<file path="src/rtl/irq_pkg.sv">
// Shared constants and types of the interrupt controller.
// Assumes exactly eight request lines per controller.
package irq_pkg;
    localparam int LINES = 8;
    localparam int IDX_W = $clog2(LINES);

    typedef enum logic [1:0] {
        REG_BASE = 2'd0,
        REG_MASK = 2'd1,
        REG_CASC = 2'd2,
        REG_EOI  = 2'd3
    } reg_addr_e;

    typedef struct packed {
        logic             valid;
        logic [IDX_W-1:0] idx;
    } win_t;
endpackage

</file>
<file path="src/rtl/irq_cfg_regs.sv">
// Holds the programmable state of one controller: vector base, line mask and
// cascade map. It also decodes end-of-interrupt commands into one-cycle strobes.
// Assumes VEC_W >= LINES, so that a full mask fits in one write.
module irq_cfg_regs
    import irq_pkg::*;
#(
    parameter int VEC_W = 8
) (
    input  logic             clk,
    input  logic             rst_n,
    input  logic             wr_en,
    input  logic [1:0]       wr_addr,
    input  logic [VEC_W-1:0] wr_data,
    output logic [VEC_W-1:0] base_q,
    output logic [LINES-1:0] mask_q,
    output logic [LINES-1:0] casc_q,
    output logic             eoi_spec,
    output logic             eoi_any,
    output logic [IDX_W-1:0] eoi_idx
);
    logic eoi_hit;

    // Register writes; the base always keeps its low index bits at zero.
    always_ff @(posedge clk) begin
        if (!rst_n) begin
            base_q <= '0;
            mask_q <= '1;
            casc_q <= '0;
        end else if (wr_en) begin
            case (reg_addr_e'(wr_addr))
                REG_BASE: base_q <= {wr_data[VEC_W-1:IDX_W], IDX_W'(0)};
                REG_MASK: mask_q <= wr_data[LINES-1:0];
                REG_CASC: casc_q <= wr_data[LINES-1:0];
                default:  ;
            endcase
        end
    end

    // Decode of the end-of-interrupt command into specific or any-highest form.
    always_comb begin
        eoi_hit  = wr_en && (reg_addr_e'(wr_addr) == REG_EOI);
        eoi_any  = eoi_hit && wr_data[VEC_W-1];
        eoi_spec = eoi_hit && !wr_data[VEC_W-1];
        eoi_idx  = wr_data[IDX_W-1:0];
    end
endmodule

</file>
<file path="src/rtl/irq_resolver.sv">
// Fixed-priority arbiter. Line 0 is most urgent. A line is eligible when it is
// requested, unmasked and no line of equal or higher priority is in service.
// Purely combinational.
module irq_resolver
    import irq_pkg::*;
(
    input  logic [LINES-1:0] req,
    input  logic [LINES-1:0] mask,
    input  logic [LINES-1:0] isr,
    output win_t             win
);
    logic [LINES-1:0] held;
    logic [LINES-1:0] cand;

    // held[i] is high when any of lines 0..i is in service.
    genvar g;
    generate
        for (g = 0; g < LINES; g++) begin : g_held
            if (g == 0) begin : g_first
                assign held[g] = isr[g];
            end else begin : g_rest
                assign held[g] = held[g-1] | isr[g];
            end
        end
    endgenerate

    assign cand = req & ~mask & ~held;

    // Pick the lowest-numbered candidate.
    always_comb begin
        win = '0;
        for (int i = LINES - 1; i >= 0; i--) begin
            if (cand[i]) begin
                win.valid = 1'b1;
                win.idx   = IDX_W'(i);
            end
        end
    end
endmodule

</file>
<file path="src/rtl/irq_service.sv">
// In-service bits. An acknowledge sets the winner's bit. An end-of-interrupt
// clears either the named bit or the most urgent set bit. When both happen in
// one cycle, the set is applied before the clear.
module irq_service
    import irq_pkg::*;
(
    input  logic             clk,
    input  logic             rst_n,
    input  logic             set_en,
    input  logic [IDX_W-1:0] set_idx,
    input  logic             eoi_spec,
    input  logic             eoi_any,
    input  logic [IDX_W-1:0] eoi_idx,
    output logic [LINES-1:0] isr_q
);
    logic [LINES-1:0] set_vec;
    logic [LINES-1:0] clr_vec;

    // Build the set and clear masks for this cycle.
    always_comb begin
        set_vec = set_en ? (LINES'(1) << set_idx) : '0;
        if (eoi_spec) begin
            clr_vec = LINES'(1) << eoi_idx;
        end else if (eoi_any) begin
            clr_vec = isr_q & (~isr_q + LINES'(1));
        end else begin
            clr_vec = '0;
        end
    end

    // Update the in-service bits.
    always_ff @(posedge clk) begin
        if (!rst_n) begin
            isr_q <= '0;
        end else begin
            isr_q <= (isr_q | set_vec) & ~clr_vec;
        end
    end
endmodule

</file>
<file path="src/rtl/irq_prio_ctrl.sv">
// Top of the eight-line priority interrupt controller. It resolves requests,
// raises irq_out, and answers the acknowledge cycle with a vector. In master
// role it can instead hand the acknowledge to a slave on a cascaded line.
// Assumes inta is high for exactly one cycle per acknowledge and that requests
// are level-held until acknowledged.
module irq_prio_ctrl
    import irq_pkg::*;
#(
    parameter int VEC_W = 8
) (
    input  logic             clk,
    input  logic             rst_n,
    input  logic             role_master,
    input  logic [2:0]       slave_id,
    input  logic [7:0]       irq_req,
    input  logic             wr_en,
    input  logic [1:0]       wr_addr,
    input  logic [VEC_W-1:0] wr_data,
    input  logic             inta,
    input  logic             cas_en_in,
    input  logic [2:0]       cas_in,
    output logic             irq_out,
    output logic             vec_oe,
    output logic [VEC_W-1:0] vec_out,
    output logic             cas_en,
    output logic [2:0]       cas_sel
);
    localparam logic [IDX_W-1:0] SPUR_IDX = IDX_W'(LINES - 1);

    logic [VEC_W-1:0] base_q;
    logic [LINES-1:0] mask_q;
    logic [LINES-1:0] casc_q;
    logic [LINES-1:0] isr_q;
    logic             eoi_spec;
    logic             eoi_any;
    logic [IDX_W-1:0] eoi_idx;
    logic             take;
    win_t             win;

    irq_cfg_regs #(.VEC_W(VEC_W)) u_cfg (
        .clk     (clk),
        .rst_n   (rst_n),
        .wr_en   (wr_en),
        .wr_addr (wr_addr),
        .wr_data (wr_data),
        .base_q  (base_q),
        .mask_q  (mask_q),
        .casc_q  (casc_q),
        .eoi_spec(eoi_spec),
        .eoi_any (eoi_any),
        .eoi_idx (eoi_idx)
    );

    irq_resolver u_res (
        .req (irq_req),
        .mask(mask_q),
        .isr (isr_q),
        .win (win)
    );

    irq_service u_svc (
        .clk     (clk),
        .rst_n   (rst_n),
        .set_en  (take),
        .set_idx (win.idx),
        .eoi_spec(eoi_spec),
        .eoi_any (eoi_any),
        .eoi_idx (eoi_idx),
        .isr_q   (isr_q)
    );

    assign irq_out = win.valid;

    // Acknowledge handling: drive the vector or hand the cycle to a slave.
    always_comb begin
        take    = 1'b0;
        vec_oe  = 1'b0;
        vec_out = '0;
        cas_en  = 1'b0;
        cas_sel = '0;
        if (inta) begin
            if (role_master) begin
                take = win.valid;
                if (win.valid && casc_q[win.idx]) begin
                    cas_en  = 1'b1;
                    cas_sel = win.idx;
                end else begin
                    vec_oe = 1'b1;
                end
            end else if (cas_en_in && (cas_in == slave_id)) begin
                take   = win.valid;
                vec_oe = 1'b1;
            end
        end
        if (vec_oe) begin
            vec_out = base_q | VEC_W'(win.valid ? win.idx : SPUR_IDX);
        end
    end
endmodule

</file>
<file path="config.mk">
export PLATFORM = sky130hd
export DESIGN_NAME = irq_prio_ctrl
export DESIGN_NICKNAME = d
export VERILOG_FILES = /design/src/rtl/irq_pkg.sv /design/src/rtl/irq_cfg_regs.sv /design/src/rtl/irq_resolver.sv /design/src/rtl/irq_service.sv /design/src/rtl/irq_prio_ctrl.sv
export SDC_FILE = /design/constraint.sdc
export NUM_CORES = 1
export LEC_CHECK = 0
export BUFFER_PORTS_ARGS = -buffer_cell sky130_fd_sc_hd__clkbuf_2
export CAP_MARGIN = 20
export CELL_PAD_IN_SITES_DETAIL_PLACEMENT = 1
export CELL_PAD_IN_SITES_GLOBAL_PLACEMENT = 2
export CORE_ASPECT_RATIO = 1.2
export CORE_MARGIN = 2
export CORE_UTILIZATION = 33
export CTS_BUF_LIST = sky130_fd_sc_hd__clkbuf_4 sky130_fd_sc_hd__clkbuf_8
export DETAILED_ROUTE_END_ITERATION = 7
export PLACE_DENSITY_LB_ADDON = 0.15
export SLEW_MARGIN = 10
export SYNTH_ARGS = -nofsm -noshare
export SYNTH_HDL_FRONTEND = slang
export SYNTH_SLANG_ARGS = --single-unit
</file>
<file path="constraint.sdc">
create_clock -name clk -period 5.15 [get_ports clk]
set_input_delay 1.03 -clock clk [delete_from_list [all_inputs] [get_ports clk]]
set_output_delay 1.03 -clock clk [all_outputs]
set_load 0.01 [all_outputs]
</file>
==> flow_metrics.env <==
export IMPL_status="finished clean"
export IMPL_wl_per_cell_um=15.0
export IMPL_dp_hpwl_um=3830
export IMPL_crit_top_cell="clkbuf_2"
export IMPL_cellPowerDensity_nw_per_um2=257
export IMPL_ys_flop_type="dfxtp_1"
export IMPL_postSynthCellCount=215
export IMPL_area_delta_synth_final_pct=20.5
export IMPL_fill_cells=617
export IMPL_holdPathStages=2
export IMPL_final_cells=317
export IMPL_die_w_um=69.6
export IMPL_crit_path_max_incr_delay_ns=0.50
export IMPL_clk_pin_slew_ns=0.06
export IMPL_worst_slack_ns=0.722
export IMPL_min_period_ns=4.43
export IMPL_grt_max_degree=30
export IMPL_post_cts_buffers=0
export IMPL_insertion_delay_ns=0.28
export IMPL_ys_warn_count=0
export IMPL_async_flop_share_pct=0
export IMPL_fin_util_pct=41.6
export IMPL_worstPathRequired_ns=4.12
export IMPL_finalCritPeriodShare_pct=86.0
export IMPL_ir_drop_mv=0.127
export IMPL_htree_num_levels=2
export IMPL_worstHoldStart="u_cfg.mask_q[2]$_SDFFE_PN1P_"
export IMPL_whs_ns=0.471
export IMPL_cp_end_kind="output pin"
export IMPL_io_buffers=43
export IMPL_path_cells="clkbuf_2 > nor4b_1 > o21ba_2 > a221oi_1 > nand2_1 > a211oi_1 > a32o_1 > and4_1 > clkbuf_2"
export IMPL_grt_pass1_wl_um=7780
export IMPL_gp_congestion=0.801
export IMPL_synth_distinct_cells=40
export IMPL_tightest_slew_ns=0.956
export IMPL_dr_total_vias=1618
export IMPL_hold_violations=0
export IMPL_pre_cts_ws_ns=0.734
export IMPL_cts_root_buffer="clkbuf_8"
export IMPL_grt_pass1_vias=1561
export IMPL_tns_ns=0
export IMPL_viasPerCell=5.10
export IMPL_cp_startpoint="irq_req[7]"
export IMPL_drc_errors=0
export IMPL_cp_data_arrival_time_ns=3.40
export IMPL_crit_path_start_kind="primary input"
export IMPL_worst_path_buf_inv=2
export IMPL_ant_nets=0
export IMPL_cp_max_fo=13
export IMPL_core_area_um2=4940
export IMPL_finalPower_mw=0.528
export IMPL_post_cts_resized=0
export IMPL_p_leak_nw=0.895
export IMPL_r2r_start="u_svc.isr_q[0]$_SDFF_PN0_"
export IMPL_row_count=28
export IMPL_min_to="u_cfg.mask_q[2]$_SDFFE_PN1P_"
export IMPL_grt_usage_pct=17.7
export IMPL_syn_cell_area_um2=1700
export IMPL_max_cap_viol_count=0
export IMPL_cts_buffers=5
export IMPL_die_area_um2=5760
export IMPL_r2r_setup_slack_ns=2.63
export IMPL_design_area_um2=2050
export IMPL_r2r_cells=7
export IMPL_cp_slowest_cell="a221oi_1"
export IMPL_diodes=0
export IMPL_io_pins=44
export IMPL_placed_area_um2=1960
export IMPL_rsz0062_at_grt="false"
export IMPL_wl_um=4760
export IMPL_drtIter0Drc=69
export IMPL_slew_violations=0
export IMPL_setup_viol=0
export IMPL_fmax_mhz=226
export IMPL_fp_dieH_um=82.7
export IMPL_skew_ns=0.00665
export IMPL_ys_seq_area_share_pct=34.1
export IMPL_first_pass_iters=4
export IMPL_finalNetCount=287
export IMPL_hp_class="reg2reg"
export IMPL_initial_core_util_pct=34.5
export IMPL_ys_ff_latch=29
export IMPL_layout_drive_gt1_share_pct=23.0
export IMPL_postCtsHoldBufs=0
export IMPL_synth_area_per_cell_um2=7.93
export IMPL_clock_sinks=29
export IMPL_synth_nets=245
export IMPL_dpl_cell_count=310
export IMPL_crit_type="in2out"
export IMPL_cts_tree="yes"
export IMPL_clockBufferDepth=2
export IMPL_antenna_found_initial=0
export IMPL_cpLargestDelayFamily="compound AO/OA/AOI/OAI gates"
export IMPL_relSlewSlack_pct=36.1
export IMPL_overflow=0
export IMPL_synth_edf_count=0
export IMPL_rr_endpoint="u_svc.isr_q[7]$_SDFF_PN0_"
==> placed cells by master, fill, tap and decap left out, drive strengths merged, types with 9 or more instances in the layout <==
cell type and count:
nor2b 14, o21ai 9, a21oi 13, nand3 9
dfxtp 29, nor2 20, clkbuf 50, mux2i 16
nand2 31
==> synth_stat cells, types with 2 or more instances <==
cell       n  area, um2
a211oi_1   2       15.0
nand2_1   31        116
nor3_1     6       30.0
and4_1     2       17.5
nor3b_1    6       45.0
nand3b_1   4       30.0
mux2i_1   16        160
nor4b_1    2       17.5
dfxtp_1   29        581
a21oi_1   13       65.1
nor2_1    19       71.3
a22oi_1    2       15.0
inv_1      5       18.8
xnor2_1    3       26.3
and2_1     3       18.8
and3_1     3       18.8
or3_4      2       22.5
nor2b_1   14       87.6
a221oi_1   2       17.5
nand2b_1   6       37.5
nand3_1    9       45.0
nand4_1    2       12.5
o21ai_0    9       45.0
clkbuf_1   8       30.0
o211ai_1   2       15.0
==> worst reg2reg max path, stage by stage, from the launching register on <==
cell and delay, ns:
dfxtp_1 0.37, or3_4 0.44, or3_4 0.38, o41ai_4 0.48, and2_4 0.25, and4_1 0.22, a21oi_1 0.09, a211oi_1 0.22
==> flip-flops by register name, summed over array words and instances (netlist names) <==
signal,count
u_cfg.base_q,5
u_cfg.casc_q,8
u_cfg.mask_q,8
u_svc.isr_q,8
==> power breakdown <==
group / switching, mW / internal (mW)
Clock: 0.0825 / 0.111
Combinational: 0.0555 / 0.0425
Sequential: 0.00480 / 0.232
Total: 0.143 / 0.386
==> layout make-up <==
| type | instances | area (um2) | share of cell area [%] |
|---|---|---|---|
| Sequential cell | 29 | 581 | 28.3 |
| Tap cell | 60 | 75.1 | 3.66 |
| Multi-Input combinational cell | 171 | 1060 | 51.6 |
| Clock buffer | 7 | 90.1 | 4.39 |
| Timing Repair Buffer | 45 | 230 | 11.2 |
| Inverter | 5 | 18.8 | 0.914 |
==> kinds of logic after synthesis <==
kind of cell	synth area share, %
and+or+nand+nor	36.4
muxes	9.40
DFF	34.1
AOI/OAI and AO/OA	14.8
xor gates and xnor gates	1.54
buffers and inverters	3.82
==> layer usage <==
metal,track usage [%],routed length [um]
met5,0,0
met4,8.24,77
met3,3.64,176
met2,30.7,2280
met1,21.2,2230
==> worst max-delay path by stage <==
| stage | slack (ns) | end | depth (start not counted) |
|---|---|---|---|
| finish | 0.72 | cas_sel[2] | 9 |
| detailed placement | 0.73 | cas_sel[2] | 9 |
| global placement | 0.78 | cas_sel[2] | 9 |
| floorplan | 1.33 | cas_sel[1] | 9 |
| global route | 0.41 | cas_sel[2] | 9 |
| CTS | 0.71 | cas_sel[2] | 9 |
Note: power is estimated with default switching activity, not from simulation.
